## config.mk

```make
export PLATFORM = sky130hd
export DESIGN_NAME = nic_irq_ctrl
export DESIGN_NICKNAME = d
export VERILOG_FILES = /design/src/rtl/nic_irq_pkg.sv /design/src/rtl/nic_sticky_flags.sv /design/src/rtl/nic_mask_reg.sv /design/src/rtl/nic_irq_gen.sv /design/src/rtl/nic_irq_ctrl.sv
export SDC_FILE = /design/constraint.sdc
export NUM_CORES = 1
export LEC_CHECK = 0
export BUFFER_PORTS_ARGS = -buffer_cell sky130_fd_sc_hd__buf_2
export CAP_MARGIN = 20
export CELL_PAD_IN_SITES_DETAIL_PLACEMENT = 0
export CELL_PAD_IN_SITES_GLOBAL_PLACEMENT = 1
export CORE_MARGIN = 4
export CORE_UTILIZATION = 25
export CTS_CLUSTER_DIAMETER = 40
export CTS_CLUSTER_SIZE = 16
export DETAILED_ROUTE_END_ITERATION = 10
export PLACE_DENSITY = 0.77
export SYNTH_ARGS = -nofsm -noshare
export SYNTH_HDL_FRONTEND = slang
export SYNTH_SLANG_ARGS = --single-unit
```

## constraint.sdc

```tcl
create_clock -name clk -period 1 [get_ports clk]
set_input_delay 0.1 -clock clk [delete_from_list [all_inputs] [get_ports clk]]
set_output_delay 0.1 -clock clk [all_outputs]
set_load 0.01 [all_outputs]
```

## src/rtl/nic_irq_pkg.sv

```systemverilog
package nic_irq_pkg;
  localparam int STAT_W     = 8;
  localparam int BIT_TXAV   = 0;
  localparam int BIT_NEWNID = 1;
  localparam int BIT_RECON  = 2;
  localparam int BIT_EXCNAK = 3;
  localparam int BIT_RXINH  = 7;
  localparam int N_STICKY   = 3;
  localparam logic [STAT_W-1:0] IMPL_BITS =
    (STAT_W'(1) << BIT_TXAV) | (STAT_W'(1) << BIT_NEWNID) |
    (STAT_W'(1) << BIT_RECON) | (STAT_W'(1) << BIT_EXCNAK) |
    (STAT_W'(1) << BIT_RXINH);
endpackage

```

## src/rtl/nic_sticky_flags.sv

```systemverilog
module nic_sticky_flags #(
  parameter int N = 3
) (
  input  logic         clk,
  input  logic         rst_n,
  input  logic [N-1:0] set_i,
  input  logic [N-1:0] clr_i,
  output logic [N-1:0] flag_o
);
  for (genvar g = 0; g < N; g++) begin : g_flag
    logic flag_q;
    always_ff @(posedge clk or negedge rst_n) begin
      if (!rst_n)        flag_q <= 1'b0;
      else if (set_i[g]) flag_q <= 1'b1;   // set has priority
      else if (clr_i[g]) flag_q <= 1'b0;
    end
    assign flag_o[g] = flag_q;

    AST_FLAG_SET_WINS: assert property (@(posedge clk) disable iff (!rst_n)
      set_i[g] |=> flag_q);
    AST_FLAG_CLEARS: assert property (@(posedge clk) disable iff (!rst_n)
      (clr_i[g] && !set_i[g]) |=> !flag_q);
    AST_FLAG_STICKS: assert property (@(posedge clk) disable iff (!rst_n)
      (flag_q && !clr_i[g]) |=> flag_q);
  end
endmodule

```

## src/rtl/nic_mask_reg.sv

```systemverilog
module nic_mask_reg #(
  parameter int              W    = 8,
  parameter logic [W-1:0]    KEEP = '1
) (
  input  logic         clk,
  input  logic         rst_n,
  input  logic         wr_i,
  input  logic [W-1:0] wdata_i,
  output logic [W-1:0] mask_o
);
  logic [W-1:0] mask_q;

  always_ff @(posedge clk or negedge rst_n) begin
    if (!rst_n)    mask_q <= '0;
    else if (wr_i) mask_q <= wdata_i & KEEP;
  end
  assign mask_o = mask_q;

  AST_MASK_LOAD: assert property (@(posedge clk) disable iff (!rst_n)
    wr_i |=> (mask_q == ($past(wdata_i) & KEEP)));
  AST_MASK_HOLD: assert property (@(posedge clk) disable iff (!rst_n)
    !wr_i |=> $stable(mask_q));
endmodule

```

## src/rtl/nic_irq_gen.sv

```systemverilog
module nic_irq_gen #(
  parameter int W = 8
) (
  input  logic         clk,
  input  logic         rst_n,
  input  logic [W-1:0] status_i,
  input  logic [W-1:0] mask_i,
  output logic         irq_o
);
  logic irq_q;

  always_ff @(posedge clk or negedge rst_n) begin
    if (!rst_n) irq_q <= 1'b0;
    else        irq_q <= |(status_i & mask_i);
  end
  assign irq_o = irq_q;

  AST_IRQ_QUIET: assert property (@(posedge clk) disable iff (!rst_n)
    ((status_i & mask_i) == '0) |=> !irq_q);
  AST_IRQ_RAISE: assert property (@(posedge clk) disable iff (!rst_n)
    ((status_i & mask_i) != '0) |=> irq_q);
endmodule

```

## src/rtl/nic_irq_ctrl.sv

```systemverilog
module nic_irq_ctrl
  import nic_irq_pkg::*;
(
  input  logic              clk,
  input  logic              rst_n,
  input  logic              mask_wr,
  input  logic [STAT_W-1:0] mask_wdata,
  input  logic              cmd_clr_flags_i,
  input  logic              cmd_por_clr_i,
  input  logic              nid_rd_i,
  input  logic              ev_recon_i,
  input  logic              ev_excnak_i,
  input  logic              ev_newnid_i,
  input  logic              rx_inhib_i,
  input  logic              tx_avail_i,
  output logic [STAT_W-1:0] status_o,
  output logic [STAT_W-1:0] mask_o,
  output logic              irq_o
);
  // sticky slot order: 0 new next ID, 1 reconfiguration, 2 excessive NAK
  logic [N_STICKY-1:0] sticky_set, sticky_clr, sticky_q;

  assign sticky_set = {ev_excnak_i, ev_recon_i, ev_newnid_i};
  assign sticky_clr = {cmd_por_clr_i, cmd_clr_flags_i, nid_rd_i};

  nic_sticky_flags #(.N(N_STICKY)) u_flags (
    .clk    (clk),
    .rst_n  (rst_n),
    .set_i  (sticky_set),
    .clr_i  (sticky_clr),
    .flag_o (sticky_q)
  );

  nic_mask_reg #(.W(STAT_W), .KEEP(IMPL_BITS)) u_mask (
    .clk     (clk),
    .rst_n   (rst_n),
    .wr_i    (mask_wr),
    .wdata_i (mask_wdata),
    .mask_o  (mask_o)
  );

  always_comb begin
    status_o             = '0;
    status_o[BIT_TXAV]   = tx_avail_i;
    status_o[BIT_NEWNID] = sticky_q[0];
    status_o[BIT_RECON]  = sticky_q[1];
    status_o[BIT_EXCNAK] = sticky_q[2];
    status_o[BIT_RXINH]  = rx_inhib_i;
  end

  nic_irq_gen #(.W(STAT_W)) u_irq (
    .clk      (clk),
    .rst_n    (rst_n),
    .status_i (status_o),
    .mask_i   (mask_o),
    .irq_o    (irq_o)
  );

  AST_LEVEL_UNMASK: assert property (@(posedge clk) disable iff (!rst_n)
    (rx_inhib_i && mask_o[BIT_RXINH]) |=> irq_o);
  AST_UNUSED_ZERO: assert property (@(posedge clk) disable iff (!rst_n)
    mask_wr |=> ((mask_o & ~IMPL_BITS) == '0));
endmodule

```

---- After elaboration in Yosys (flattened, before gate mapping) ----
Cells that the tools add are included.
W data, S select, Z words.
word-level totals
  memory bits (writable) .................. 0
  input bits .............................. 19
  memories kept ........................... 0
  latch bits .............................. 0
  logic and storage cells ................. 16
  bits in registers ....................... 9
  output and inout port bits .............. 17
  ROM bits ................................ 0
operators by class
  divide/modulo/power cells ............... 0
  multipliers ............................. 0
  bitwise gates (word level) .............. 1
  shifts and indexed selects .............. 0
  muxes and demuxes ....................... 6
  $lt $le $gt $ge ......................... 0
  add/sub/neg operators ................... 0
  equality and inequality tests ........... 0
  reductions and logical operators ........ 4
operators with widths
  cell                number
  $and A8 B8 Y8       1
  $reduce_or A8 Y1    1
  $mux W1             6
  $reduce_bool A2 Y1  3

---- Longest topological paths before layout ----
  word-level depth ........................ 2
  gate-level depth with buffers ........... 2
  gate-level depth less buffers ........... 2

---- By module ----
From an unflattened synthesis, not the netlist that was laid out.
unflattened totals
  cell total of the unflattened synthesis .. 38
  area total of the unflattened synthesis .. 441.7 µm²
modules (own cells, without submodules)
  module            cells each  seq. area each (µm²)  instances  area each (µm²)
  nic_mask_reg      14          125.1                 1          207.7
  nic_sticky_flags  12          75.1                  1          131.4
  nic_irq_gen       6           25.0                  1          61.3
  nic_irq_ctrl      6           0.0                   1          41.3

---- Worst setup path before layout ----
Ideal clock, no wire load.
  path type ............................... reg2reg
  start ................................... register u_mask.mask_q[2], in the netlist u_mask.mask_o[2]
  end ..................................... register u_irq.irq_q, in the netlist u_irq.irq_o
  clock period less this slack ............ 0.898 ns
  data required time ...................... 0.869 ns
  path slack .............................. 0.102 ns
  stages on the path, launching flop included .. 3
  library setup time ...................... 0.131 ns
  path buffers ............................ 0
  arrival time ............................ 0.767 ns
  cell sequence ........................... dfrtp_1 > a222oi_1 > nand2_1
between the ends
  word-level cells in the longest chain between the ends .. 2
RTL lines
  element                 RTL line            text
  from (decl)             nic_mask_reg.sv:11  logic [W-1:0] mask_q;
  from (signal assigned)  nic_mask_reg.sv:15  else if (wr_i) mask_q <= wdata_i & KEEP;
  $and A8 B8 Y8           nic_irq_gen.sv:14   else irq_q <= |(status_i & mask_i);
  $reduce_or A8 Y1        nic_irq_gen.sv:14
  to (signal assigned)    nic_irq_gen.sv:14
  to (decl)               nic_irq_gen.sv:10   logic irq_q;
No other way between the ends.
A chain may end at the register's enable or synchronous reset.

---- Worst setup path in the final report ----
  start ................................... register u_flags.g_flag[1].flag_q
  end ..................................... output status_o[2]
RTL lines
  element                 RTL line                text
  from (decl)             nic_sticky_flags.sv:11  logic flag_q;
  from (signal assigned)  nic_sticky_flags.sv:13  if (!rst_n) flag_q <= 1'b0;
  from (signal assigned)  nic_sticky_flags.sv:14  else if (set_i[g]) flag_q <= 1'b1;
  from (signal assigned)  nic_sticky_flags.sv:15  else if (clr_i[g]) flag_q <= 1'b0;
  to (decl)               nic_irq_ctrl.sv:16      output logic [STAT_W-1:0] status_o,
No word-level cell between the ends.

==> summary.md <==
| Metric | Value |
|---|---|
| Status | complete, no violations |
| RSZ-0062 raised after global routing | yes |
| Final hold viol count | 0 |
| Synth Area in Adders | 0% |
| Largest net degree at the start of global routing | 10 |
| Critical path launch point type | flop |
| Critical Path Fanout Max | 2 |
| Final Max Tran Viols | 0 |
| All-Layer GR Usage | 7.643% |
| Final setup fails | 0 |
| Largest family of logic cells by synthesized area | buffers and inverters |
| Vias per cell | a little over 4 |
| First DRT Iteration DRCs | 7 |
| Die H | 49.19 um |
| Total number of vias | 312 |
| WL final | 826 um |
| GR Util met1 | approximately 7.6% |
| Synth unique cells | 10 |
| Met2 Usage GRT | 12.72% |
| Clock-pin transition on the worst setup and hold timing paths | 60 ps |
| GP Congestion | 0.5801 |
| CTS H-tree lvls | 1 |
| Area grow syn2layout | 32.15% |
| Yosys reg bits | 9 |
| Clock sinks | 9 |
| Hold path cells | 2 |
| Crit. End Element | primary output |
| DRT antenna net count | 0 |
| Post-synthesis simple-gate area fraction | 0.8850% |
| Max VDD drop | 0.3819 mV |
| CTS root buffer | clkbuf_4 |
| CTS Buf Count | 3 |
| Hold slack | roughly 21 ps |
| Die ar. | 2420 sq um |
| Dpl ws | 50.99 ps |
| Critical path class | reg2out |
| Area contributors post-synth | dfrtp_1 (53%), buf_4 (19%), mux2_2 (13%) |
| GR peak layer | met2 |
| GRT overflow | 0 |
| Die width | 49.19 um |
| CTS tree | built |
| Final Net Count | 81 |
| Fin crit period | 972.6 ps |
| M3 GR Usage | about 3.1% |
| Row cnt | 14 |
| IO buf count | 26 |
| Setup Skew | 0.9528 ps |
| Antenna Cells | 0 |
| Seq/Total Area, Yosys | 53.10% |
| # fillers | 164 |
| Worst setup margin | around 27 ps |
| Initial antenna violation count | 0 |
| Multiplexer area fraction after synthesis | 13.27% |
| Commonest non-fill, non-tap cells in the layout | buf_2 (25), dfrtp_1 (9), conb_1 (6), mux2_2 (5) |
| Arr. time, crit path | 870 ps |
| Vias in the first global route | ~330 |
| Hpwl dp | between 700 and 800 um |
| Top Ports | 36 |
| Initial Util | between 20 and 30% |
| Area of placed instances | 518.0 sq um |
| Finished Cell Area | ~560 sq um |
| Layout cells sized above 1 | between 50 and 60% |
| Synth Area in Compound Gates | 9.735% |
| Reg2Reg Depth | 2 |
| Power per cell area | about 1500 nW/um^2 |
| Commonest non-fill, non-tap cell in the layout | buf_2 |
| Pleak | 0.0003042 uW |
| Wire length per cell | 10.73 um |
| Syn Area/Cell | between 10 and 15 sq um |
| Max Cap Violations | 0 |
| Setup TNS | 0 ps |
| R2R Setup Slk | 60 ps |
| Post-synthesis xor/xnor area fraction | 0% |
| Fin crit share | 97.26% |
| Max Freq | about 1000 MHz |
| Final design utilization | ~36% |
| Cells after synthesis | 35 |
| Global-route wire length before repair | 1359 um |
| WP data required | about 900 ps |
| # DRC | 0 |
| Top cell type by total area after synthesis | dfrtp_1 |
| Longest Clk Path Bufs | 2 |
| Synth top area share | a little over half |
| Core area | about 1600 sq um |
| Tightest Hold Check Type | in2reg |
| Synthesized area | 424.2 sq um |
| Synth warn | 0 |
| Worst skew pair latency | 250 ps |
| DR pass1 iterations | 4 |
| Post-CTS Setup Inserts | 0 |
-- synthesized netlist by cell type --
cell,count
buf_4,11
inv_1,3
nand2_1,1
a222oi_1,1
a22oi_1,1
conb_1,1
dfrtp_1,9
mux2_2,5
a21o_2,1
a21o_1,2
-- report_power, final --
part / total, uW / leakage [uW] / switching, uW / internal, uW
clock network: 268 / 0.0000150 / 115 / 153
logic: 159 / 0.000189 / 74.0 / 84.5
registers: 419 / 0.000101 / 21.3 / 398
total: 846 / 0.000304 / 211 / 635
-- registers in the layout, summed over array words and instances, names as in the netlist --
name / count
u_irq.irq_o: 1
u_mask.mask_o: 5
u_flags.g_flag.flag_q: 3
-- per-stage QoR --
stage | instances | total power [uW]
finish | 77 | 845.8
global route | 77 | 897.4
CTS | 77 | 863.0
detailed placement | 72 | 581.1
global placement | 72 | 576.9
floorplan | 40 | 526.6
-- cell type report --
class                   count  area, sq um  area share, %
clock buffers               4        26.28          4.687
well taps                  16        20.02          3.571
repair buffers             28        153.9          27.46
inverters                   3        11.26          2.009
multi-input cells          17        123.9          22.10
flip-flops and latches      9        225.2          40.18
-- worst paths after layout --
| path | from | end |
|---|---|---|
| min reg2reg | u_flags.g_flag[2].flag_q | u_flags.g_flag[2].flag_q |
| min | ev_excnak_i | u_flags.g_flag[2].flag_q |
| max reg2reg | u_flags.g_flag[0].flag_q | u_irq.irq_o |
| min in group asynchronous | rst_n | u_irq.irq_o |
| max | u_flags.g_flag[1].flag_q | status_o[2] |
| max in group asynchronous | rst_n | u_flags.g_flag[1].flag_q |
-- cell families (layout without fill, tap and decap cells) --
| group | Yosys count | in the layout |
|---|---|---|
| buffers and inverters | 14 | 35 |
| AO/OA/AOI/OAI | 5 | 5 |
| multiplexers | 5 | 5 |
| other | 1 | 6 |
| flip-flops | 9 | 9 |
| AND/OR/NAND/NOR | 1 | 1 |
-- per-layer routing --
| layer | wire [um] | vias to the layer above | share of wire [%] |
|---|---|---|---|
| met2 | 475 | 13 | 58 |
| met4 | 0 | 0 | 0 |
| li1 | - | 150 | - |
| met1 | 273 | 149 | 33 |
| met3 | 76 | 0 | 9.2 |
| met5 | 0 | - | 0 |
-- what timing repair did --
action / 4_1_cts / 5_1_grt
resized for setup: 1 / 0
hold endpoints to repair: 9 / 0
hold buffers: 1 / 0
setup endpoints to repair: 1 / 2
-- critical path, cell delays in order, from the launching register on --
cell     delay, ps
dfrtp_1        380
buf_4          140
buf_6          110
No activity file was read; power rests on OpenSTA's default activity.
